**src/rtl/cs_pkg.sv**
```systemverilog
`timescale 1ns/1ps
package cs_pkg;

  typedef enum logic [2:0] {
    ST_IDLE    = 3'd0,
    ST_REQ0    = 3'd1,
    ST_REQ1    = 3'd2,
    ST_WAIT    = 3'd3,
    ST_BURST   = 3'd4,
    ST_BACKOFF = 3'd5
  } tx_state_t;

  // Cell position codes carried in control flit 0
  localparam logic [1:0] POS_MID   = 2'b00;
  localparam logic [1:0] POS_FIRST = 2'b01;
  localparam logic [1:0] POS_LAST  = 2'b10;

endpackage

```
**src/rtl/cell_pair_buffer.sv**
```systemverilog
`timescale 1ns/1ps
module cell_pair_buffer
  import cs_pkg::*;
#(
  parameter int FLIT_W     = 8,
  parameter int ADDR_W     = 5,
  parameter int CELL_FLITS = 16,
  localparam int IDX_W     = (CELL_FLITS > 1) ? $clog2(CELL_FLITS) : 1,
  localparam int LEN_W     = $clog2(CELL_FLITS + 1)
) (
  input  logic              clk,
  input  logic              rst_n,
  input  logic              wr_en,
  input  logic [FLIT_W-1:0] wr_data,
  input  logic              wr_last,
  input  logic [ADDR_W-1:0] wr_tgt,
  output logic              wr_ready,
  input  logic              rd_release,
  input  logic [IDX_W-1:0]  rd_idx,
  output logic              rd_full,
  output logic [LEN_W-1:0]  rd_len,
  output logic [1:0]        rd_pos,
  output logic [ADDR_W-1:0] rd_tgt,
  output logic [FLIT_W-1:0] rd_data
);

  // writer state
  logic              wr_half_q, wr_half_d;
  logic [LEN_W-1:0]  wr_cnt_q, wr_cnt_d;
  logic              started_q, started_d;
  logic [ADDR_W-1:0] cell_tgt_q, cell_tgt_d;
  // reader state
  logic              rd_half_q, rd_half_d;

  logic              close;
  logic [1:0]        close_pos;
  logic [ADDR_W-1:0] close_tgt;
  logic [LEN_W-1:0]  close_len;
  logic              first_word;

  logic              half_full [2];
  logic [LEN_W-1:0]  half_len  [2];
  logic [1:0]        half_pos  [2];
  logic [ADDR_W-1:0] half_tgt  [2];
  logic [FLIT_W-1:0] half_data [2];

  always_comb begin
    first_word = (wr_cnt_q == '0) && !started_q;
    close      = wr_en && ((wr_cnt_q == LEN_W'(CELL_FLITS - 1)) || wr_last);
    close_len  = wr_cnt_q + 1'b1;
    close_tgt  = first_word ? wr_tgt : cell_tgt_q;
    if (wr_last)        close_pos = POS_LAST;
    else if (started_q) close_pos = POS_MID;
    else                close_pos = POS_FIRST;
  end

  always_comb begin
    wr_cnt_d   = wr_cnt_q;
    wr_half_d  = wr_half_q;
    started_d  = started_q;
    cell_tgt_d = cell_tgt_q;
    rd_half_d  = rd_half_q;
    if (wr_en && first_word) cell_tgt_d = wr_tgt;
    if (close) begin
      wr_cnt_d  = '0;
      wr_half_d = ~wr_half_q;
      started_d = !wr_last;
    end else if (wr_en) begin
      wr_cnt_d  = wr_cnt_q + 1'b1;
    end
    if (rd_release) rd_half_d = ~rd_half_q;
  end

  always_ff @(posedge clk or negedge rst_n) begin
    if (!rst_n) begin
      wr_half_q  <= 1'b0;
      wr_cnt_q   <= '0;
      started_q  <= 1'b0;
      cell_tgt_q <= '0;
      rd_half_q  <= 1'b0;
    end else begin
      wr_half_q  <= wr_half_d;
      wr_cnt_q   <= wr_cnt_d;
      started_q  <= started_d;
      cell_tgt_q <= cell_tgt_d;
      rd_half_q  <= rd_half_d;
    end
  end

  for (genvar h = 0; h < 2; h++) begin : g_half
    logic [FLIT_W-1:0] mem [CELL_FLITS];
    logic              full_q, full_d;
    logic [LEN_W-1:0]  len_q, len_d;
    logic [1:0]        pos_q, pos_d;
    logic [ADDR_W-1:0] tgt_q, tgt_d;
    logic              sel_wr, sel_close, sel_rel;

    always_comb begin
      sel_wr    = wr_en && (wr_half_q == 1'(h));
      sel_close = close && (wr_half_q == 1'(h));
      sel_rel   = rd_release && (rd_half_q == 1'(h));
      full_d    = full_q;
      len_d     = len_q;
      pos_d     = pos_q;
      tgt_d     = tgt_q;
      if (sel_close) begin
        full_d = 1'b1;
        len_d  = close_len;
        pos_d  = close_pos;
        tgt_d  = close_tgt;
      end else if (sel_rel) begin
        full_d = 1'b0;
      end
    end

    always_ff @(posedge clk or negedge rst_n) begin
      if (!rst_n) begin
        full_q <= 1'b0;
        len_q  <= '0;
        pos_q  <= POS_MID;
        tgt_q  <= '0;
      end else begin
        full_q <= full_d;
        len_q  <= len_d;
        pos_q  <= pos_d;
        tgt_q  <= tgt_d;
      end
    end

    // data storage: write-enabled, no reset
    always_ff @(posedge clk) begin
      if (sel_wr) mem[wr_cnt_q[IDX_W-1:0]] <= wr_data;
    end

    always_comb begin
      half_full[h] = full_q;
      half_len[h]  = len_q;
      half_pos[h]  = pos_q;
      half_tgt[h]  = tgt_q;
      half_data[h] = mem[rd_idx];
    end
  end

  always_comb begin
    wr_ready = !half_full[wr_half_q];
    rd_full  = half_full[rd_half_q];
    rd_len   = half_len[rd_half_q];
    rd_pos   = half_pos[rd_half_q];
    rd_tgt   = half_tgt[rd_half_q];
    rd_data  = half_data[rd_half_q];
  end

endmodule

```
**src/rtl/cell_tx_ctrl.sv**
```systemverilog
`timescale 1ns/1ps
module cell_tx_ctrl
  import cs_pkg::*;
#(
  parameter int CELL_FLITS    = 16,
  parameter int BACKOFF_SCALE = 1,
  localparam int IDX_W        = (CELL_FLITS > 1) ? $clog2(CELL_FLITS) : 1,
  localparam int LEN_W        = $clog2(CELL_FLITS + 1),
  localparam int BACKOFF_CYC  = CELL_FLITS * BACKOFF_SCALE,
  localparam int BO_W         = $clog2(BACKOFF_CYC + 1)
) (
  input  logic             clk,
  input  logic             rst_n,
  input  logic             cell_ready,
  input  logic [LEN_W-1:0] cell_len,
  input  logic             net_ack,
  input  logic             net_nack,
  output tx_state_t        state,
  output logic [IDX_W-1:0] flit_idx,
  output logic             last_flit,
  output logic             release_cell
);

  tx_state_t        state_q, state_d;
  logic [IDX_W-1:0] idx_q, idx_d;
  logic [BO_W-1:0]  bo_q, bo_d;

  always_comb begin
    last_flit    = (state_q == ST_BURST) && ((int'(idx_q) + 1) == int'(cell_len));
    release_cell = last_flit;
    state        = state_q;
    flit_idx     = idx_q;
  end

  always_comb begin
    state_d = state_q;
    idx_d   = idx_q;
    bo_d    = bo_q;
    case (state_q)
      ST_IDLE:  if (cell_ready) state_d = ST_REQ0;
      ST_REQ0:  state_d = ST_REQ1;
      ST_REQ1:  state_d = ST_WAIT;
      ST_WAIT: begin
        if (net_ack) begin
          state_d = ST_BURST;
          idx_d   = '0;
        end else if (net_nack) begin
          state_d = ST_BACKOFF;
          bo_d    = '0;
        end
      end
      ST_BURST: begin
        if (last_flit) state_d = ST_IDLE;
        else           idx_d   = idx_q + 1'b1;
      end
      ST_BACKOFF: begin
        if (bo_q == BO_W'(BACKOFF_CYC - 1)) state_d = ST_REQ0;
        else                                bo_d    = bo_q + 1'b1;
      end
      default:  state_d = ST_IDLE;
    endcase
  end

  always_ff @(posedge clk or negedge rst_n) begin
    if (!rst_n) begin
      state_q <= ST_IDLE;
      idx_q   <= '0;
      bo_q    <= '0;
    end else begin
      state_q <= state_d;
      idx_q   <= idx_d;
      bo_q    <= bo_d;
    end
  end

endmodule

```
**src/rtl/cell_flit_mux.sv**
```systemverilog
`timescale 1ns/1ps
module cell_flit_mux
  import cs_pkg::*;
#(
  parameter int FLIT_W = 8,
  parameter int ADDR_W = 5,
  parameter logic [ADDR_W-1:0] SRC_ADDR = '0
) (
  input  tx_state_t         state,
  input  logic [1:0]        cell_pos,
  input  logic [ADDR_W-1:0] cell_tgt,
  input  logic [FLIT_W-1:0] cell_data,
  input  logic              last_flit,
  output logic              net_valid,
  output logic              net_ctrl,
  output logic [FLIT_W-1:0] net_data,
  output logic              net_eop
);

  logic [FLIT_W-1:0] head0, head1;

  always_comb begin
    head0 = '0;
    head0[ADDR_W-1:0]      = cell_tgt;
    head0[ADDR_W+1:ADDR_W] = cell_pos;
    head1 = '0;
    head1[ADDR_W-1:0]      = SRC_ADDR;
  end

  always_comb begin
    net_valid = 1'b0;
    net_ctrl  = 1'b0;
    net_data  = '0;
    net_eop   = 1'b0;
    case (state)
      ST_REQ0: begin
        net_valid = 1'b1;
        net_ctrl  = 1'b1;
        net_data  = head0;
      end
      ST_REQ1: begin
        net_valid = 1'b1;
        net_ctrl  = 1'b1;
        net_data  = head1;
      end
      ST_BURST: begin
        net_valid = 1'b1;
        net_data  = cell_data;
        net_eop   = last_flit;
      end
      default: ;
    endcase
  end

endmodule

```
**src/rtl/cell_src_session.sv**
```systemverilog
`timescale 1ns/1ps
module cell_src_session
  import cs_pkg::*;
#(
  parameter int FLIT_W        = 8,
  parameter int ADDR_W        = 5,
  parameter int CELL_FLITS    = 16,
  parameter int BACKOFF_SCALE = 1,
  parameter logic [ADDR_W-1:0] SRC_ADDR = '0
) (
  input  logic              clk,
  input  logic              rst_n,
  input  logic              gen_valid,
  input  logic [FLIT_W-1:0] gen_data,
  input  logic              gen_last,
  input  logic [ADDR_W-1:0] gen_target,
  output logic              gen_ready,
  output logic              net_valid,
  output logic              net_ctrl,
  output logic [FLIT_W-1:0] net_data,
  output logic              net_eop,
  input  logic              net_ack,
  input  logic              net_nack
);

  localparam int IDX_W = (CELL_FLITS > 1) ? $clog2(CELL_FLITS) : 1;
  localparam int LEN_W = $clog2(CELL_FLITS + 1);

  // reset: asserted asynchronously, released on the clock
  logic [1:0] rst_pipe_q;
  logic       rst_int_n;

  always_ff @(posedge clk or negedge rst_n) begin
    if (!rst_n) rst_pipe_q <= '0;
    else        rst_pipe_q <= {rst_pipe_q[0], 1'b1};
  end
  assign rst_int_n = rst_pipe_q[1];

  logic              wr_en;
  logic              rd_full;
  logic [LEN_W-1:0]  rd_len;
  logic [1:0]        rd_pos;
  logic [ADDR_W-1:0] rd_tgt;
  logic [FLIT_W-1:0] rd_data;
  logic [IDX_W-1:0]  flit_idx;
  logic              last_flit;
  logic              release_cell;
  tx_state_t         tx_state;

  assign wr_en = gen_valid && gen_ready;

  cell_pair_buffer #(
    .FLIT_W    (FLIT_W),
    .ADDR_W    (ADDR_W),
    .CELL_FLITS(CELL_FLITS)
  ) i_buf (
    .clk       (clk),
    .rst_n     (rst_int_n),
    .wr_en     (wr_en),
    .wr_data   (gen_data),
    .wr_last   (gen_last),
    .wr_tgt    (gen_target),
    .wr_ready  (gen_ready),
    .rd_release(release_cell),
    .rd_idx    (flit_idx),
    .rd_full   (rd_full),
    .rd_len    (rd_len),
    .rd_pos    (rd_pos),
    .rd_tgt    (rd_tgt),
    .rd_data   (rd_data)
  );

  cell_tx_ctrl #(
    .CELL_FLITS   (CELL_FLITS),
    .BACKOFF_SCALE(BACKOFF_SCALE)
  ) i_ctrl (
    .clk         (clk),
    .rst_n       (rst_int_n),
    .cell_ready  (rd_full),
    .cell_len    (rd_len),
    .net_ack     (net_ack),
    .net_nack    (net_nack),
    .state       (tx_state),
    .flit_idx    (flit_idx),
    .last_flit   (last_flit),
    .release_cell(release_cell)
  );

  cell_flit_mux #(
    .FLIT_W  (FLIT_W),
    .ADDR_W  (ADDR_W),
    .SRC_ADDR(SRC_ADDR)
  ) i_mux (
    .state    (tx_state),
    .cell_pos (rd_pos),
    .cell_tgt (rd_tgt),
    .cell_data(rd_data),
    .last_flit(last_flit),
    .net_valid(net_valid),
    .net_ctrl (net_ctrl),
    .net_data (net_data),
    .net_eop  (net_eop)
  );

endmodule

```
**config.mk**
```make
export PLATFORM = sky130hd
export DESIGN_NAME = cell_src_session
export DESIGN_NICKNAME = d
export VERILOG_FILES = /design/src/rtl/cs_pkg.sv /design/src/rtl/cell_pair_buffer.sv /design/src/rtl/cell_tx_ctrl.sv /design/src/rtl/cell_flit_mux.sv /design/src/rtl/cell_src_session.sv
export SDC_FILE = /design/constraint.sdc
export NUM_CORES = 1
export LEC_CHECK = 0
export CORE_UTILIZATION = 55
export CTS_CLUSTER_DIAMETER = 60
export DETAILED_ROUTE_END_ITERATION = 8
export GPL_TIMING_DRIVEN = 0
export PLACE_DENSITY = 0.78
export SLEW_MARGIN = 5
export SYNTH_ARGS = -nofsm -noshare
export SYNTH_HDL_FRONTEND = slang
export SYNTH_SLANG_ARGS = --single-unit
```
**constraint.sdc**
```tcl
create_clock -name clk -period 2.9 [get_ports clk]
set_input_delay 0.58 -clock clk [delete_from_list [all_inputs] [get_ports clk]]
set_output_delay 0.58 -clock clk [all_outputs]
set_load 0.02 [all_outputs]
```
Yosys cells after proc, flatten, opt, wreduce, memory -nomap -nowiden. Memories as Yosys holds them, arrays and structs flattened. Cells that the tools add are included. W data, S select, Z words.

Output and inout bits: 12. Memories kept: 2. Word-level logic and storage cells: 121. RAM bits: 256. Bits of input ports: 19. Register bits: 53.

Memory list: i_buf.g_half[0].mem (words 16, width 8, rd ports 1, clocked after Yosys merged registers in 0, write ports 1, RTL line cell_pair_buffer.sv:91) `logic [FLIT_W-1:0] mem [CELL_FLITS];`; i_buf.g_half[1].mem (words 16, width 8, rd ports 1, clocked after Yosys merged registers in 0, write ports 1, RTL line cell_pair_buffer.sv:91).

Bitwise logic cells: 4. $add $sub $neg: 4. $lt $le $gt $ge: 2. Multiplexer cells: 48. Equality and inequality tests: 17. Reduce and logical (&&, ||, !) cells: 27.

Operators by type and width (number): $mux W5 (12); $eq A32 B6 Y1 (1); $mux W8 (3); $mux W1 (18); $pmux W3 S6 (1); $pmux W8 S2 (1); $mux W3 (5); $ne A2 B2 Y1 const B (7); $logic_and A1 B1 Y1 (11); $add A5 B1 Y5 const B (2); $eq A5 B4 Y1 const B (2); $pmux W5 S2 (1); $reduce_bool A2 Y1 (5); $mux W2 (4); $mux W4 (2); $pmux W4 S2 (1); $reduce_and A4 Y1 (2); $eq A3 B2 Y1 const B (2); $eq A3 B3 Y1 const B (2); $add A4 B1 Y5 const B (1); $logic_not A5 Y1 (1); $add A4 B1 Y4 const B (1); $ge A2 B2 Y1 const B (2); $not A1 Y2 (2); other kinds (10) (13).

Depth between registers and ports, before layout.
Word-level depth: 9. Gate-level depth with buffers: 11. Mapped depth without buffers: 8.

Modules after synthesis. From an unflattened synthesis, not the netlist that was laid out.

Cells, all modules: 699. Area total of the unflattened synthesis: 12741.0 µm².

By module, submodules not included: cell_pair_buffer (area each 11746.3 µm², cells each 588, seq. area each 8663.3 µm², instances 1); cell_tx_ctrl (area each 725.7 µm², cells each 77, seq. area each 300.3 µm², instances 1); cell_flit_mux (area each 209.0 µm², cells each 30, seq. area each 0.0 µm², instances 1); cell_src_session (area each 60.1 µm², cells each 4, seq. area each 50.0 µm², instances 1).

Least setup slack after synthesis. Ideal clock, no wire load.

Path type: register -> output. Start: register i_ctrl.idx_q[0] (netlist: i_ctrl.flit_idx[0]). End: output port net_data[0]. Slack: 0.385 ns. Data required time: 2.320 ns. Arrival: 1.935 ns. Buffers on the path: 3. Cell stages (with the launch flop): 9. Path through: dfrtp_1 -> buf_4 -> buf_6 -> buf_2 -> mux4_2 -> o22ai_1 -> nor3_1 -> nand2_1 -> o21ai_0.

Cells in the longest elaborated chain, start to end: 5. Elaborated cells on any way between the ends: 6. Classes of those cells: mux: 4; memory: 2.

RTL lines: start: declaration (RTL line cell_tx_ctrl.sv:25) `logic [IDX_W-1:0] idx_q, idx_d;`; start signal: assignment (RTL line cell_tx_ctrl.sv:71) `idx_q <= idx_d;`; $mem_v2 Z16 W8; $mux W8 (implied by the code) * (3 in a row) (RTL line cell_pair_buffer.sv:150) `rd_data = half_data[rd_half_q];`; $pmux W8 S2 * (RTL line cell_flit_mux.sv:35) `case (state)`; end: declaration (RTL line cell_src_session.sv:20) `output logic [FLIT_W-1:0] net_data,`.

Mark *: on every way between the ends. The rest lies on a longest branch, timed or not. The select of a mux whose other input is x is not followed.

Final worst setup path.
Start: register i_ctrl.idx_q[0] (netlist: i_ctrl.flit_idx[0]). End: output port net_data[7].

The elaborated chain is that of the path after synthesis.

==> results.sh <==
export IMPL_max_freq_mhz=300.6
export IMPL_ctsHoldBuffers=0
export IMPL_async_flop_share=0.1715
export IMPL_fin_cells=1096
export IMPL_hold_class="flop to asynchronous set/reset pin"
export IMPL_wl_um=29790
export IMPL_synth_nets=744
export IMPL_p_leak_nw=4.954
export IMPL_ys_flop_type="edfxtp_1"
export IMPL_finalSetupViolCount=8
export IMPL_syn_area_mm2=0.01257
export IMPL_nets=819
export IMPL_gp_congestion=0.8873
export IMPL_syn2layout_area_growth_pct=17.39
export IMPL_rsz0062_at_grt="true"
export IMPL_cp_required_ns=2.32
export IMPL_die_h_um=153.2
export IMPL_fin_crit_ns=3.326
export IMPL_final_common_cell="edfxtp_1"
export IMPL_chipWidth_um=153.2
export IMPL_ys_seq_elements=309
export IMPL_clock_latency_ns=0.57
export IMPL_synth_edf_count=256
export IMPL_ys_types=44
export IMPL_ys_seq_area_frac=0.7170
export IMPL_cts_buffers=31
export IMPL_tritoncts="done"
export IMPL_arrival_ns=2.75
export IMPL_r2r_slack_ns=0.25
export IMPL_endpoint="net_data[7]"
export IMPL_yosys_warnings=0
export IMPL_peakVddDrop_v=0.0006206
export IMPL_clk_pin_slew_worst_paths_ns=0.06
export IMPL_vias=7116
export IMPL_drt_iter0_drc=834
export IMPL_r2r_end="i_buf.g_half[0].tgt_q[3]"
export IMPL_cp_startpoint="i_ctrl.flit_idx[0]"
export IMPL_fin_skew_ns=0.01056
export IMPL_cp_end_kind="primary output"
export IMPL_core_area_mm2=0.02209
export IMPL_drive_above_1_share=0.2684
export IMPL_wl_per_cell_um=27.18
export IMPL_r2r_start="i_buf.wr_cnt_q[0]"
export IMPL_antennaDiodeCount=0
export IMPL_portBuffers=30
export IMPL_ioPinCount=31
export IMPL_crit_fanout=7
export IMPL_avgSynthCellArea_um2=17.53
export IMPL_slew_headroom=0.1410
export IMPL_die_area_mm2=0.02346
export IMPL_cts_buffer_depth=3
export IMPL_std_cell_rows=54
export IMPL_cts_sinks=309
export IMPL_grt_overflow=0
export IMPL_start_util=0.5690
export IMPL_routed_via_density=6.493
export IMPL_slew_violations=0
export IMPL_violations="setup timing"
export IMPL_cpPeakStageDelay_ns=0.54
export IMPL_cp_cell_sequence="buf_6 -> buf_12 -> mux4_2 -> mux4_2 -> mux2i_4 -> nor2_2 -> buf_6"
export IMPL_final_setup_worst_slack_ns=-0.4264
export IMPL_antenna_found_initial=0
export IMPL_grt_pass1_vias=7507
export IMPL_placed_cells=1028
export IMPL_grt_pass1_wl_um=45700
export IMPL_drc_errors=0
export IMPL_place_ws_ns=-0.9440
export IMPL_finalCritPeriodShare=1.147
export IMPL_whs_ns=0.1339
export IMPL_reg2reg_depth=10
export IMPL_ant_nets=0
export IMPL_syn_inst=717
export IMPL_finalHoldViolations=0
export IMPL_dpl_hpwl_um=18160
export IMPL_status="complete, but fails checks"
export IMPL_grtUsageTotal=0.2634
export IMPL_root_buffer="clkbuf_16"
export IMPL_tightest_slew_ns=1.284
export IMPL_htreeDepth=1
export IMPL_final_util=0.6679
export IMPL_cp_slowest_cell="mux4_2"
export IMPL_maxCapViolations=0
export IMPL_grt_max_degree=43
export IMPL_final_cell_mix="edfxtp_1 (256), mux4_2 (66), nand2_1 (57), dfrtp_1 (52), o21ai_0 (33)"
export IMPL_cellPowerDensity_mw_per_mm2=887.3
export IMPL_first_pass_iters=5
export IMPL_crit_type="flop to primary output"
export IMPL_start_kind="flop"
[worst max-delay path: cells and delay by family (launching register included)]
kind,cells,cell delay (ns)
buffers and inverters,3,0.45
DFF,1,0.38
muxes,3,1.27
and+or+nand+nor,1,0.07
[worst min-delay path by stage]
stage	to	cells after the start	slack, ns
3_3_place_gp	rst_pipe_q[1]	0	0.34
4_1_cts	i_buf.cell_tgt_q[0]	0	0.14
5_1_grt	i_buf.cell_tgt_q[0]	0	0.15
3_5_place_dp	i_buf.cell_tgt_q[2]	0	0.14
6_report	i_buf.cell_tgt_q[4]	0	0.13
2_1_floorplan	rst_pipe_q[0]	0	0.28
[logic make-up after synthesis]
family / synth area share
buf+inv: 0.01782
xor+xnor: 0.009057
compound gates: 0.03693
fa+ha+maj: 0.007963
flops: 0.7170
other cells: 0.0002983
mux: 0.1524
simple gates: 0.05852
[flip-flops by register name (all words and copies together) (netlist names)]
name and flops:
i_buf.cell_tgt_q 5, i_buf.g_half.pos_q 4, i_buf.rd_half_q 1, i_buf.g_half.tgt_q 10, i_buf.g_half.mem 256, i_ctrl.flit_idx 4, i_buf.started_q 1, i_buf.g_half.full_q 2
i_buf.g_half.len_q 10, i_ctrl.state 3, i_buf.wr_half_q 1, rst_pipe_q 2, i_buf.wr_cnt_q 5, i_ctrl.bo_q 5
[report_power, final]
part | switching, W | internal [W] | leakage, nW
Sequential | 0.000232 | 0.00513 | 2.98
Clock | 0.00166 | 0.00206 | 0.465
Combinational | 0.00221 | 0.00179 | 1.50
[synthesized netlist by cell type (all sizes together), types with 3 or more instances]
cell type  number  share of area
mux2            7         0.0063
nor2           29         0.0087
dfrtp          53           0.11
nor2b           4         0.0020
nand2b          4         0.0020
mux4           66           0.12
inv             8         0.0024
ha              8         0.0080
xnor2           6         0.0042
nand2          57          0.017
o21ai          39          0.016
xor2            7         0.0049
buf            21          0.010
a31oi           3         0.0015
a22oi           7         0.0042
a21oi           6         0.0024
and2           20          0.010
or3             3         0.0015
or2             4         0.0020
nor3           10         0.0040
mux2i          35          0.028
clkbuf         17         0.0051
edfxtp        256           0.61
nand3          11         0.0044
o31ai           4         0.0024
o22ai          14         0.0070
[per-stage QoR]
stage / area (um^2) / total power [W] / TNS [ns]
after CTS: 14660 / 0.01287 / -2.796
after floorplan: 12570 / 0.007572 / 0
after global placement: 13220 / 0.008487 / -16.87
after global routing: 14760 / 0.01353 / -3.236
final: 14760 / 0.01309 / -2.817
after detailed placement: 13240 / 0.008640 / -25.96
[timing repair]
action,4_1_cts,5_1_grt
cloned,3,0
gates resized for setup,133,37
buffers inserted,10,5
setup endpoints to repair,10,29
pin swaps,9,14
[routing by layer]
| layer | wire (um) | up-vias | GRT usage |
|---|---|---|---|
| met5 | 0 | - | 0 |
| met2 | 14900 | 431 | 0.4394 |
| met1 | 11760 | 3671 | 0.3619 |
| met4 | 714 | 0 | 0.07696 |
| met3 | 2411 | 51 | 0.04253 |
| li1 | - | 2963 | - |
[area by class of cell]
class	count	area, um^2
Clock inverter	20	147.6
Inverter	8	30.03
Sequential cell	309	9015
Multi-Input combinational cell	362	3642
Fill cell	1355	7337
Timing Repair Buffer	47	450.4
Tap cell	280	350.3
Buffer	33	322.8
Clock buffer	37	798.3
Power figures use the tool's default switching activity.
